==> src/rtl/irqc_pkg.sv <==
package irqc_pkg;

    // Width of one bank word and of the register port data.
    localparam int unsigned WORD_W     = 32;
    // Address bits [3:2] pick a bank inside a banked group.
    localparam int unsigned BANK_SEL_W = 2;
    // Address bits below this are inside the mapped part of the window.
    localparam int unsigned MAP_W      = 7;

    typedef enum logic [3:0] {
        REG_NONE,
        REG_VECTOR,
        REG_BASE,
        REG_PROTECT,
        REG_NMI,
        REG_PEND,
        REG_FPEND,
        REG_ROUTE,
        REG_ENABLE,
        REG_MASK
    } reg_kind_e;

    // Group codes taken from address bits [6:4].
    localparam logic [2:0] GRP_SINGLE = 3'd0;
    localparam logic [2:0] GRP_PEND   = 3'd1;
    localparam logic [2:0] GRP_FPEND  = 3'd2;
    localparam logic [2:0] GRP_ROUTE  = 3'd3;
    localparam logic [2:0] GRP_ENABLE = 3'd4;
    localparam logic [2:0] GRP_MASK   = 3'd5;

endpackage

==> src/rtl/irqc_addr_dec.sv <==
module irqc_addr_dec
    import irqc_pkg::*;
#(
    parameter int unsigned ADDR_W    = 10,
    parameter int unsigned NUM_BANKS = 3
) (
    input  logic [ADDR_W-1:0]     addr,
    output reg_kind_e             kind,
    output logic [BANK_SEL_W-1:0] bank
);

    logic in_map;
    logic bank_ok;

    always_comb begin
        bank    = addr[3:2];
        in_map  = ((addr >> MAP_W) == '0) && (addr[1:0] == 2'b00);
        bank_ok = 32'(addr[3:2]) < NUM_BANKS;
        kind    = REG_NONE;
        if (in_map) begin
            unique case (addr[6:4])
                GRP_SINGLE: begin
                    unique case (addr[3:2])
                        2'd0:    kind = REG_VECTOR;
                        2'd1:    kind = REG_BASE;
                        2'd2:    kind = REG_PROTECT;
                        default: kind = REG_NMI;
                    endcase
                end
                GRP_PEND:   if (bank_ok) kind = REG_PEND;
                GRP_FPEND:  if (bank_ok) kind = REG_FPEND;
                GRP_ROUTE:  if (bank_ok) kind = REG_ROUTE;
                GRP_ENABLE: if (bank_ok) kind = REG_ENABLE;
                GRP_MASK:   if (bank_ok) kind = REG_MASK;
                default:    kind = REG_NONE;
            endcase
        end
    end

endmodule

==> src/rtl/irqc_lowbit.sv <==
module irqc_lowbit #(
    parameter int unsigned W     = 32,
    parameter int unsigned IDX_W = $clog2(W)
) (
    input  logic [W-1:0]     vec,
    output logic             found,
    output logic [IDX_W-1:0] idx
);

    // Scan from the top down so that the lowest set bit is the last one written.
    always_comb begin
        found = |vec;
        idx   = '0;
        for (int i = W - 1; i >= 0; i--) begin
            if (vec[i]) idx = IDX_W'(i);
        end
    end

endmodule

==> src/rtl/irqc_vector.sv <==
module irqc_vector #(
    parameter int unsigned NUM_BANKS = 3,
    parameter int unsigned W         = 32,
    parameter int unsigned VEC_W     = 9
) (
    input  logic [NUM_BANKS-1:0][W-1:0] active,
    output logic [VEC_W-1:0]            vec_o
);

    localparam int unsigned IDX_W = $clog2(W);

    logic [NUM_BANKS-1:0]            found;
    logic [NUM_BANKS-1:0][IDX_W-1:0] idx;

    for (genvar b = 0; b < NUM_BANKS; b++) begin : g_bank
        irqc_lowbit #(.W(W), .IDX_W(IDX_W)) u_low (
            .vec   (active[b]),
            .found (found[b]),
            .idx   (idx[b])
        );
    end

    // Descending walk: the lowest bank that has a hit wins.
    always_comb begin
        vec_o = '0;
        for (int b = NUM_BANKS - 1; b >= 0; b--) begin
            if (found[b]) vec_o = (VEC_W'(b * W) + VEC_W'(idx[b])) << 2;
        end
    end

endmodule

==> src/rtl/banked_irq_ctrl.sv <==
module banked_irq_ctrl
    import irqc_pkg::*;
#(
    parameter int unsigned NUM_BANKS = 3,
    parameter int unsigned ADDR_W    = 10
) (
    input  logic                          clk,
    input  logic                          rst_n,
    input  logic [NUM_BANKS*WORD_W-1:0]   irq_lines,
    input  logic [ADDR_W-1:0]             addr,
    input  logic                          wr_en,
    input  logic [WORD_W-1:0]             wdata,
    input  logic                          rd_en,
    output logic [WORD_W-1:0]             rdata,
    output logic                          irq_o,
    output logic                          fiq_o
);

    localparam int unsigned W       = WORD_W;
    localparam int unsigned NUM_SRC = NUM_BANKS * W;
    localparam int unsigned VEC_W   = $clog2(NUM_SRC * 4);

    typedef logic [NUM_BANKS-1:0][W-1:0] banks_t;

    typedef struct packed {
        banks_t        pend;
        banks_t        fpend;
        banks_t        route;
        banks_t        enable;
        banks_t        mask;
        logic [W-1:0]  base;
        logic [W-1:0]  protect;
        logic [W-1:0]  nmi;
        logic [W-1:0]  rdata;
    } state_t;

    state_t state_d, state_q;

    reg_kind_e             kind;
    logic [BANK_SEL_W-1:0] bank;
    banks_t                active;
    banks_t                fast_active;
    banks_t                clr;
    logic [VEC_W-1:0]      vec;
    logic [W-1:0]          rd_val;

    irqc_addr_dec #(.ADDR_W(ADDR_W), .NUM_BANKS(NUM_BANKS)) u_dec (
        .addr (addr),
        .kind (kind),
        .bank (bank)
    );

    assign active      = state_q.pend & ~state_q.mask;
    assign fast_active = active & state_q.route;

    irqc_vector #(.NUM_BANKS(NUM_BANKS), .W(W), .VEC_W(VEC_W)) u_vec (
        .active (active),
        .vec_o  (vec)
    );

    assign irq_o = |active;
    assign fiq_o = |fast_active;
    assign rdata = state_q.rdata;

    always_comb begin
        unique case (kind)
            REG_VECTOR:  rd_val = W'(vec);
            REG_BASE:    rd_val = state_q.base;
            REG_PROTECT: rd_val = state_q.protect;
            REG_NMI:     rd_val = state_q.nmi;
            REG_PEND:    rd_val = state_q.pend[bank];
            REG_FPEND:   rd_val = state_q.fpend[bank];
            REG_ROUTE:   rd_val = state_q.route[bank];
            REG_ENABLE:  rd_val = state_q.enable[bank];
            REG_MASK:    rd_val = state_q.mask[bank];
            default:     rd_val = '0;
        endcase
    end

    always_comb begin
        state_d      = state_q;
        state_d.pend = irq_lines;
        clr          = '0;
        if (wr_en) begin
            unique case (kind)
                REG_BASE:    state_d.base          = wdata & ~W'(3);
                REG_PROTECT: state_d.protect       = wdata;
                REG_NMI:     state_d.nmi           = wdata;
                REG_FPEND:   clr[bank]             = wdata;
                REG_ROUTE:   state_d.route[bank]   = wdata;
                REG_ENABLE:  state_d.enable[bank]  = wdata;
                REG_MASK:    state_d.mask[bank]    = wdata;
                default:     ;
            endcase
        end
        state_d.fpend = (state_q.fpend & ~clr) | fast_active;
        if (rd_en) state_d.rdata = rd_val;
    end

    always_ff @(posedge clk or negedge rst_n) begin
        if (!rst_n) state_q <= '0;
        else        state_q <= state_d;
    end

endmodule

==> config.mk <==
export PLATFORM = sky130hd
export DESIGN_NAME = banked_irq_ctrl
export DESIGN_NICKNAME = d
export VERILOG_FILES = /design/src/rtl/irqc_pkg.sv /design/src/rtl/irqc_addr_dec.sv /design/src/rtl/irqc_lowbit.sv /design/src/rtl/irqc_vector.sv /design/src/rtl/banked_irq_ctrl.sv
export SDC_FILE = /design/constraint.sdc
export NUM_CORES = 1
export LEC_CHECK = 0
export CORE_MARGIN = 4
export CORE_UTILIZATION = 55
export CTS_BUF_LIST = sky130_fd_sc_hd__clkbuf_8
export DETAILED_ROUTE_END_ITERATION = 12
export DONT_BUFFER_PORTS = 1
export PLACE_DENSITY = 0.71
export SLEW_MARGIN = 20
export SYNTH_ARGS = -nofsm -noshare
export SYNTH_HDL_FRONTEND = slang
export SYNTH_SLANG_ARGS = --single-unit
==> constraint.sdc <==
create_clock -name clk -period 3.5 [get_ports clk]
set_input_delay 0.175 -clock clk [delete_from_list [all_inputs] [get_ports clk]]
set_output_delay 0.175 -clock clk [all_outputs]
set_load 0.01 [all_outputs]
==> Yosys cells after proc, flatten, opt, wreduce, memory -nomap -nowiden <==
Cells that the tools add are included.
{ "op_classes": {"add_sub_neg": 2, "order_cmp": 3, "eq_ne": 16, "muxes": 125, "bitwise": 7, "n_reduce_logical": 17} }
{ "op_table": {"columns": ["op", "n"], "rows": [
  ["$mux 5", 96],
  ["$and 96x96->96", 4],
  ["$bmux 32 s2", 5],
  ["$bwmux 96", 3],
  ["$pmux 32 s9", 1],
  ["$mux 32", 6],
  ["$mux 96", 2],
  ["$not 96->96", 2],
  ["$reduce_or 96->1", 2],
  ["$or 96x96->96", 1],
  ["$reduce_or 32->1", 3],
  ["$demux 32 s2", 1],
  ["$mux 9", 3],
  ["$pmux 4 s6", 1],
  ["$eq 4x3->1 const B", 4],
  ["$mux 4", 3],
  ["$reduce_and 2->1", 6],
  ["$logic_not 10->1", 1],
  ["$mux 3", 3],
  ["$pmux 3 s3", 1],
  ["$eq 4x2->1 const B", 2],
  ["$eq 4x4->1 const B", 2],
  ["$add 6x5->7 const A", 1],
  ["$add 7x5->7 const A", 1],
  ["other kinds (12)", 16]
]} }
{ "totals": {"register_bits": 606, "input_bits": 142, "output_inout_bits": 34, "word_cells": 189} }

==> Logic depth before layout (Yosys ltp) <==
Gate-level depths: netlist (run 1).
{ "logic_depth": {"ltp_word": 39, "depth_mapped": 15, "ltp_nobuf": 9} }

==> Cells and area by module <==
Synthesis (run 1) repeated with hierarchy kept, for this count alone.
{ "hier_totals": {"hier_cells": 2656, "hier_area_um2": 29484.5} }
{ "by_module_without_submodules": {"columns": ["module", "instances", "cells_per_inst", "area_each_um2", "seq_area_each_um2"], "rows": [
  ["banked_irq_ctrl", 1, 2411, 28004.4, 15164.5],
  ["irqc_lowbit", 3, 65, 385.4, 0.0],
  ["irqc_vector", 1, 27, 167.7, 0.0],
  ["irqc_addr_dec", 1, 23, 156.4, 0.0]
]} }

==> Worst setup path before layout (run 1) <==
OpenSTA, ideal clock, no wires.
{ "synth_timing": {"path_kind": "input-to-reg", "from": "input addr[3]", "to": "register state_q[390] (netlist name)", "setup_time_ns": 0.125, "arrival_ns": 3.464, "setup_slack_ns": -0.088, "path_stages": 13, "path_buffers": 6, "path_cell_list": "clkbuf_1 -> clkbuf_1 -> inv_1 -> clkbuf_1 -> ha_1 -> nor4bb_1 -> or2_2 -> clkbuf_1 -> nand3_1 -> clkbuf_1 -> nor2_1 -> buf_2 -> mux2_2"} }
{ "synth_via": {"elab_chain_len": 6, "word_cells_on_any_way": 20, "cone_classes": "order compare: 3; eq/ne: 3; mux: 11; reduce/logical: 3"} }
{ "synth_lines": {"columns": ["element", "line_no", "source"], "rows": [
  ["from (decl)", "banked_irq_ctrl.sv:10", "input logic [ADDR_W-1:0] addr,"],
  ["$lt 2x2->1 (tied with other cells)", "irqc_addr_dec.sv:18", "bank_ok = 32'(addr[3:2]) < NUM_BANKS;"],
  ["$mux 4 (tied with other cells)", "irqc_addr_dec.sv:34", "GRP_MASK: if (bank_ok) kind = REG_MASK;"],
  ["$pmux 4 s6", "irqc_addr_dec.sv:21", "unique case (addr[6:4])"],
  ["$mux 4", "irqc_addr_dec.sv:20", "if (in_map) begin"],
  ["$eq 4x3->1", "banked_irq_ctrl.sv:85", "unique case (kind)"],
  ["$reduce_and 2->1 (no line)", null, null],
  ["to (signal assigned)", "banked_irq_ctrl.sv:102", "else state_q <= state_d;"],
  ["to (decl)", "banked_irq_ctrl.sv:37", "state_t state_d, state_q;"]
]} }
Parallel ways exist; a longest one is shown, timed or not.
A chain may end at the register's enable or synchronous reset.

==> Worst setup path in the final report (run 1) <==
{ "layout_timing": {"from": "input addr[2]", "to": "register state_q[113] (netlist name)"} }
{ "layout_via": {"elab_chain_len": 6, "word_cells_on_any_way": 14, "cone_classes": "order compare: 1; eq/ne: 3; mux: 8; reduce/logical: 2"} }
{ "layout_lines": {"columns": ["element", "line_no"], "rows": [
  ["$lt 2x2->1 (tied with other cells)", "irqc_addr_dec.sv:18"],
  ["$mux 4 (tied with other cells)", "irqc_addr_dec.sv:34"],
  ["$pmux 4 s6 (*)", "irqc_addr_dec.sv:21"],
  ["$mux 4 (*)", "irqc_addr_dec.sv:20"],
  ["$eq 4x2->1 (*)", "banked_irq_ctrl.sv:85"],
  ["$reduce_and 2->1 (no line) (*)", null]
]} }
Every way passes the cells marked *; elsewhere a longest branch is shown, timed or not.

==> summary.txt, run 1 <==
Status
  • Status: complete, but fails checks
  • Failing checks: negative hold slack, max-slew violations

Die
  • Die width: 237.6 um
  • Die Area: 56470 um^2
  • Height of the die: 237.6 um
  • # IOs: 176
  • Starting Density: 56.07%
  • Row Count: 83
  • Floorplan core area: 51720 um^2

Logic synthesis
  • Synth cell types: 84
  • Synth Area per Inst: 11.71 um^2
  • Mapped Nets: 2623
  • Post-synthesis sequential area ratio: 52.29%
  • Yosys reg bits: 606
  • Largest area contributor in the netlist: dfrtp_1
  • Yosys warns: 0
  • Synth top area cells: dfrtp_1 (52%), mux2_2 (15%), mux2i_1 (5.6%)
  • Synth top area share: 52.29%
  • Syn Inst Count: 2477
  • Cell Area, Synth: 29000 um^2
  • EDFF count, synth: 0
  • Prevailing post-synth register cell: dfrtp_1
  • Post-synth ARST share: 100.0%

Timing
  • Final Hold Slack: -0.8184 ns
  • Count of final hold-check violations: 606
  • Setup ws final: 0.03608 ns
  • Skew final: 0.04692 ns
  • Final Cycle Share: 98.97%
  • Final setup fails: 0
  • Final min period: 3.464 ns
  • Max Freq: 288.7 MHz
  • Worst Max-Slew Pin Slew: 3.278 ns
  • Worst slew margin: -118.5%
  • RSZ-0062 raised after global routing: no
  • Fin Setup TNS: 0 ns
  • Pins over their slew limit: 435

Cells and area
  • Post-Layout Cell Count: 3468
  • Commonest non-fill, non-tap cell in the layout: dfrtp_1
  • Design area: 34310 um^2
  • Commonest cells after routing, fill and taps aside: dfrtp_1 (605), mux2_2 (390), nand2_1 (223)
  • Layout cells sized above 1: 26.08%
  • # nets final: 2855
  • Layout Utilization: 66.34%
  • Syn-to-layout area delta: 18.31%

Power and ir drop
  • PwrDens: 432.2 nW/um^2
  • Lkg Pwr: 15.79 nW
  • Worst vdd ir: 393.6 uV
  • Total power: 14.83 mW

Placement
  • Area post-placement: 30110 um^2
  • Global placement routability congestion: 1.008
  • DP Worst Slack: 0.1154 ns
  • Detail Placement HPWL: 69.70 mm
  • IO Port Bufs: 0
  • Placed insts: 3080

Routing
  • Drt drc: 0
  • DRT Pass-1 Iters: 8
  • WL/cell: 31.73 um
  • Vias per cell: 6.874
  • Post-Route WL: 110.0 mm
  • Initial DRC Count: 3090
  • Via Count: 23840
  • ANT nets after route: 0

Critical path
  • Crit start category: primary input
  • Critical path class: primary input to flip-flop
  • Crit path buf inv count: 5
  • Worst Path Max Fanout: 139
  • Worst path depth: 10
  • Reg2Reg Setup Slack: 0.45 ns
  • Slowest stage cell, crit path: nand3_2
  • Worst EP required: 4.08 ns
  • Cell mode on critical path: dlygate4sd3_1
  • Crit end category: flip-flop
  • Reg2reg path depth: 7
  • Crit path cell chain: dlygate4sd3_1 > inv_1 > dlygate4sd3_1 > ha_1 > nor2_1 > o32a_2 > buf_4 > nand3_2 > buf_12 > mux2_2
  • Crit path arrival time: 4.05 ns
  • CP top delay family: buffers and inverters
  • Max incr delay on CP: 0.70 ns

Clock tree
  • Setup Fix Bufs, Post-CTS: 0
  • Clock-pin slew on the worst setup and hold paths: 0.06 ns
  • CTS tree: built
  • H-tree Lvls: 3
  • Clk sinks: 606
  • CTS root buf: clkbuf_8
  • Skew-Pair Late Insertion Delay: 0.73 ns
  • CTS buffer count: 99
  • Clock Tree Buf Depth: 3

Global routing
  • Largest net degree at the start of global routing: 607
  • GR Util All Layers: 38.21%
  • GR Overflow Total: 0
  • First-pass GRT wire length: 160.8 mm
  • Vias in the first global route: 24470
  • Initial antenna violation count: 9

Hold path
  • HP Class: primary input to asynchronous set/reset pin

Run
  • Max-cap viol count: 0
[per-layer routing]
layer / up-vias / GRT usage, % / wire length (um)
met5: - / 0 / 37
met1: 12140 / 48.68 / 40860
met4: 6 / 21.18 / 7142
met2: 1630 / 59.78 / 50540
li1: 9607 / - / -
met3: 462 / 10.26 / 11450
[logic make-up after synthesis]
| family | synth area share (%) |
|---|---|
| flip-flops | 52.29 |
| AND/OR/NAND/NOR | 9.966 |
| adder cells (fa/ha/maj) | 0.1726 |
| AO/OA/AOI/OAI | 13.46 |
| buffers and inverters | 3.253 |
| multiplexers | 20.86 |
[Yosys cell counts, drive strengths merged (4+ instances only)]
cell     number
o22ai        40
o31ai         8
a221oi       18
a222oi       18
buf          66
nand3        14
a22o        109
o2bb2ai      20
nand2       223
o22a         15
and3          8
nand2b       22
nor2         99
o211ai       13
a2111oi      12
nor3         16
a21o          4
ha            4
clkbuf      128
mux2        394
dfrtp       606
or2           6
nor4         25
a22oi        52
nand4        23
inv          11
a221o         4
mux2i       161
a21oi        85
a32oi         5
or3           4
or4          10
nor2b        89
o21ai        81
a211oi        9
and2b        17
a31oi         4
o221ai        9
o31a          4
[state kept, by name (all words and copies together), names as in the netlist]
name and flops:
rdata 32, state_q 574
[layout make-up]
class | instances | area, um^2
clock inverters | 41 | 196.4
diodes | 8 | 20.02
repair buffers | 326 | 3138
flip-flops and latches | 606 | 15170
fillers | 3870 | 17410
clock buffers | 131 | 1803
well taps | 680 | 850.8
inverters | 12 | 45.04
multi-input cells | 1664 | 13090
[report_power, final]
| part | switching, mW | internal (mW) |
|---|---|---|
| logic | 0.616 | 0.518 |
| registers | 0.167 | 7.24 |
| clock network | 2.91 | 3.38 |
[repair_timing]
item	in CTS	in global routing
gates resized for setup	11	2
hold endpoints to repair	1205	607
endpoints found under the setup margin	1	2
hold buffers	207	1
[path summary, 6_finish.rpt]
kind / endpoint / startpoint
worst max-delay path: state_q[113] / addr[2]
worst min-delay path: state_q[520] / rst_n
worst max register to register: rdata[6] / state_q[567]
worst min register to register: state_q[439] / state_q[439]
max in group asynchronous: state_q[552] / rst_n
min in group clk: state_q[532] / irq_lines[20]
Note: power is estimated with default switching activity, not from simulation.
==> inputs of run 2 (changes only) <==
--- a/config.mk
+++ b/config.mk
@@ -11,6 +11,7 @@
 export DETAILED_ROUTE_END_ITERATION = 12
 export DONT_BUFFER_PORTS = 1
 export PLACE_DENSITY = 0.71
+export SETUP_SLACK_MARGIN = 0.05
 export SLEW_MARGIN = 20
 export SYNTH_ARGS = -nofsm -noshare
 export SYNTH_HDL_FRONTEND = slang
==> summary.txt, run 2 (synthesis gave the netlist of run 1 again) <==
Critical path
  • CP top delay family: simple AND/OR/NAND/NOR gates
  • Max incr delay on CP: 0.61 ns (-0.09 ns)
  • Launching point of the worst reg2reg path: state_q[567]
  • Crit path cell chain: nor2b_1 > nor4_2 > and4_2 > nand2_1 > or3_2 > or2_4
  • Reg2reg path depth: 7 (unchanged)
  • Slowest stage cell, crit path: nor4_2
  • Reg-to-Reg End: rdata[2]
  • Worst EP required: 3.32 ns (-0.76 ns)
  • Crit path arrival time: 3.28 ns (-0.77 ns)
  • Crit start category: flip-flop
  • Crit path buf inv count: 0 (-5)
  • Crit end category: primary output
  • Worst Path Max Fanout: 5 (-96%)
  • Reg2Reg Setup Slack: 0.44 ns (about the same)
  • Critical path class: flip-flop to primary output

Global routing
  • First-pass GRT wire length: 157.9 mm (-1.8%)
  • Initial antenna violation count: 5 (-4)
  • Largest net degree at the start of global routing: 607 (unchanged)
  • GR Util All Layers: 37.59% (-0.63 points)
  • Vias in the first global route: 23740 (-3.0%)
  • GR Overflow Total: 0 (unchanged)

Routing
  • Vias per cell: 6.789 (-1.2%)
  • DRT Pass-1 Iters: 6 (-2)
  • Via Count: 23480 (-1.5%)
  • ANT nets after route: 0 (unchanged)
  • Drt drc: 0 (unchanged)
  • Initial DRC Count: 3333 (+7.9%)
  • Post-Route WL: 107.7 mm (-2.1%)
  • WL/cell: 31.16 um (-1.8%)

Clock tree
  • H-tree Lvls: 3 (unchanged)
  • Clk sinks: 606 (unchanged)
  • Setup Fix Bufs, Post-CTS: 0 (unchanged)
  • Hold-fix buffers, CTS: 197 (-4.8%)
  • Clock-pin slew on the worst setup and hold paths: 0.07 ns (about the same)
  • CTS root buf: clkbuf_8
  • Clock Tree Buf Depth: 3 (unchanged)
  • CTS tree: built
  • Skew-Pair Late Insertion Delay: 0.72 ns (about the same)
  • CTS buffer count: 98 (-1.0%)

Timing
  • Worst Max-Slew Pin Slew: 1.319 ns (-1.959 ns)
  • Skew final: 0.02632 ns (-0.02059 ns)
  • Final Cycle Share: 98.65% (-0.32 points)
  • Final Hold Slack: -0.8315 ns (-0.01306 ns)
  • Fin Setup TNS: 0 ns (unchanged)
  • Count of final hold-check violations: 606 (unchanged)
  • Max Freq: 289.6 MHz (+0.32%)
  • Final min period: 3.453 ns (-0.01120 ns)
  • Pins over their slew limit: 0 (-100%)
  • RSZ-0062 raised after global routing: yes
  • Setup ws final: 0.04728 ns (+0.01120 ns)
  • Final setup fails: 0 (unchanged)
  • Worst slew margin: 12.06% (+130 points)

Status
  • Status: complete, but fails checks
  • Failing checks: negative hold slack

Cells and area
  • # fillers: 3844 (-0.67%)
  • Syn-to-layout area delta: 17.75%
  • Largest register FFs: 574 (unchanged)
  • Register name with the most flops: state_q
  • Commonest cells after routing, fill and taps aside: dfrtp_1 (606), mux2_2 (390), nand2_1 (222)
  • Layout cells sized above 1: 26.37% (+0.29 points)
  • # nets final: 2840 (-0.53%)
  • Commonest non-fill, non-tap cell in the layout: dfrtp_1
  • Area of the multi-input gates: 13050 um^2 (-0.35%)
  • Register area: 15160 um^2 (about the same)
  • Post-Layout Cell Count: 3458 (-0.29%)

Die
  • Starting Density: 56.07% (unchanged)
  • # IOs: 176 (unchanged)
  • Die Area: 56470 um^2 (unchanged)
  • Die width: 237.6 um (unchanged)
  • Row Count: 83 (unchanged)
  • Height of the die: 237.6 um (unchanged)
  • Floorplan core area: 51720 um^2 (unchanged)

Run
  • Max-cap viol count: 0 (unchanged)

Placement
  • Global placement routability congestion: 1.012 (+0.37%)
  • IO Port Bufs: 0 (unchanged)
  • Placed insts: 3077 (-0.097%)
  • Detail Placement HPWL: 69.18 mm (-0.75%)
  • DP Worst Slack: 0.4477 ns (+0.3322 ns)

Hold path
  • HP Class: primary input to asynchronous set/reset pin

Power and ir drop
  • Worst vdd ir: 329.5 uV (-16%)
  • Lkg Pwr: 15.74 nW (-0.29%)
  • PwrDens: 440.6 nW/um^2 (+2.0%)
==> run 2: routing by layer <==
metal  part of all wire, %  GRT usage (%)  vias to the layer above  wire length [um]
li1                      -              -                     9579                 -
met5                     0              0                        -                 0
met3                    10          9.908                      398             11060
met2                    46          58.36                     1593             49140
met4                   5.6          18.19                        0              6054
met1                    39          49.54                    11910             41490
==> run 2: how the worst max path moves through the flow <==
| stage | start | endpoint | slack, ns | cells after the start |
|---|---|---|---|---|
| after floorplan | addr[3] | state_q[390] | 0.17 | 13 |
| after global placement | state_q[542] | rdata[6] | 0.43 | 7 |
| after detailed placement | state_q[542] | rdata[6] | 0.45 | 7 |
| after CTS | state_q[567] | irq_o | 0.07 | 5 |
| after global routing | state_q[527] | irq_o | 0.01 | 6 |
| final | state_q[542] | irq_o | 0.05 | 6 |
==> run 2: worst register-to-register path, cell delays in order (launching register included) <==
cell and delay, ns:
dfrtp_1 0.44, nor2b_2 0.23, or4_4 0.56, or4b_4 0.55, o211ai_1 0.61, nor2_1 0.15, a311oi_1 0.28, a31o_1 0.18
==> run 2: repair_timing <==
action                                  in CTS  in global routing
endpoints found under the setup margin       1                  2
resized for setup                            5                  2
endpoints found under the hold margin     1203                606
pin swaps                                    1                  0
==> run 2: metrics by stage <==
step / instance area (um^2) / utilization, % / power (mW)
floorplan: 29000 / - / 8.051
global placement: 29990 / 57.99 / 8.264
detailed placement: 29990 / 57.99 / 8.282
CTS: 34120 / 65.97 / 15.05
global route: 34140 / 66.02 / 15.50
finish: 34150 / 66.03 / 15.05
==> run 2: final cells by class <==
| cell class | instances | share of cell area, % |
|---|---|---|
| well taps | 680 | 2.492 |
| multi-input cells | 1664 | 38.20 |
| repair buffers | 312 | 8.545 |
| flip-flops and latches | 606 | 44.41 |
| clock inverters | 50 | 1.019 |
| clock buffers | 128 | 5.159 |
| diodes | 6 | 0.04397 |
| inverters | 12 | 0.1319 |
==> run 2: power breakdown <==
| part | leakage [nW] | total [mW] | internal, mW | switching, mW |
|---|---|---|---|---|
| combinational | 6.40 | 1.09 | 0.500 | 0.593 |
| sequential | 8.14 | 7.40 | 7.24 | 0.163 |
| clock | 1.20 | 6.56 | 3.64 | 2.92 |
| total | 15.7 | 15.0 | 11.4 | 3.67 |
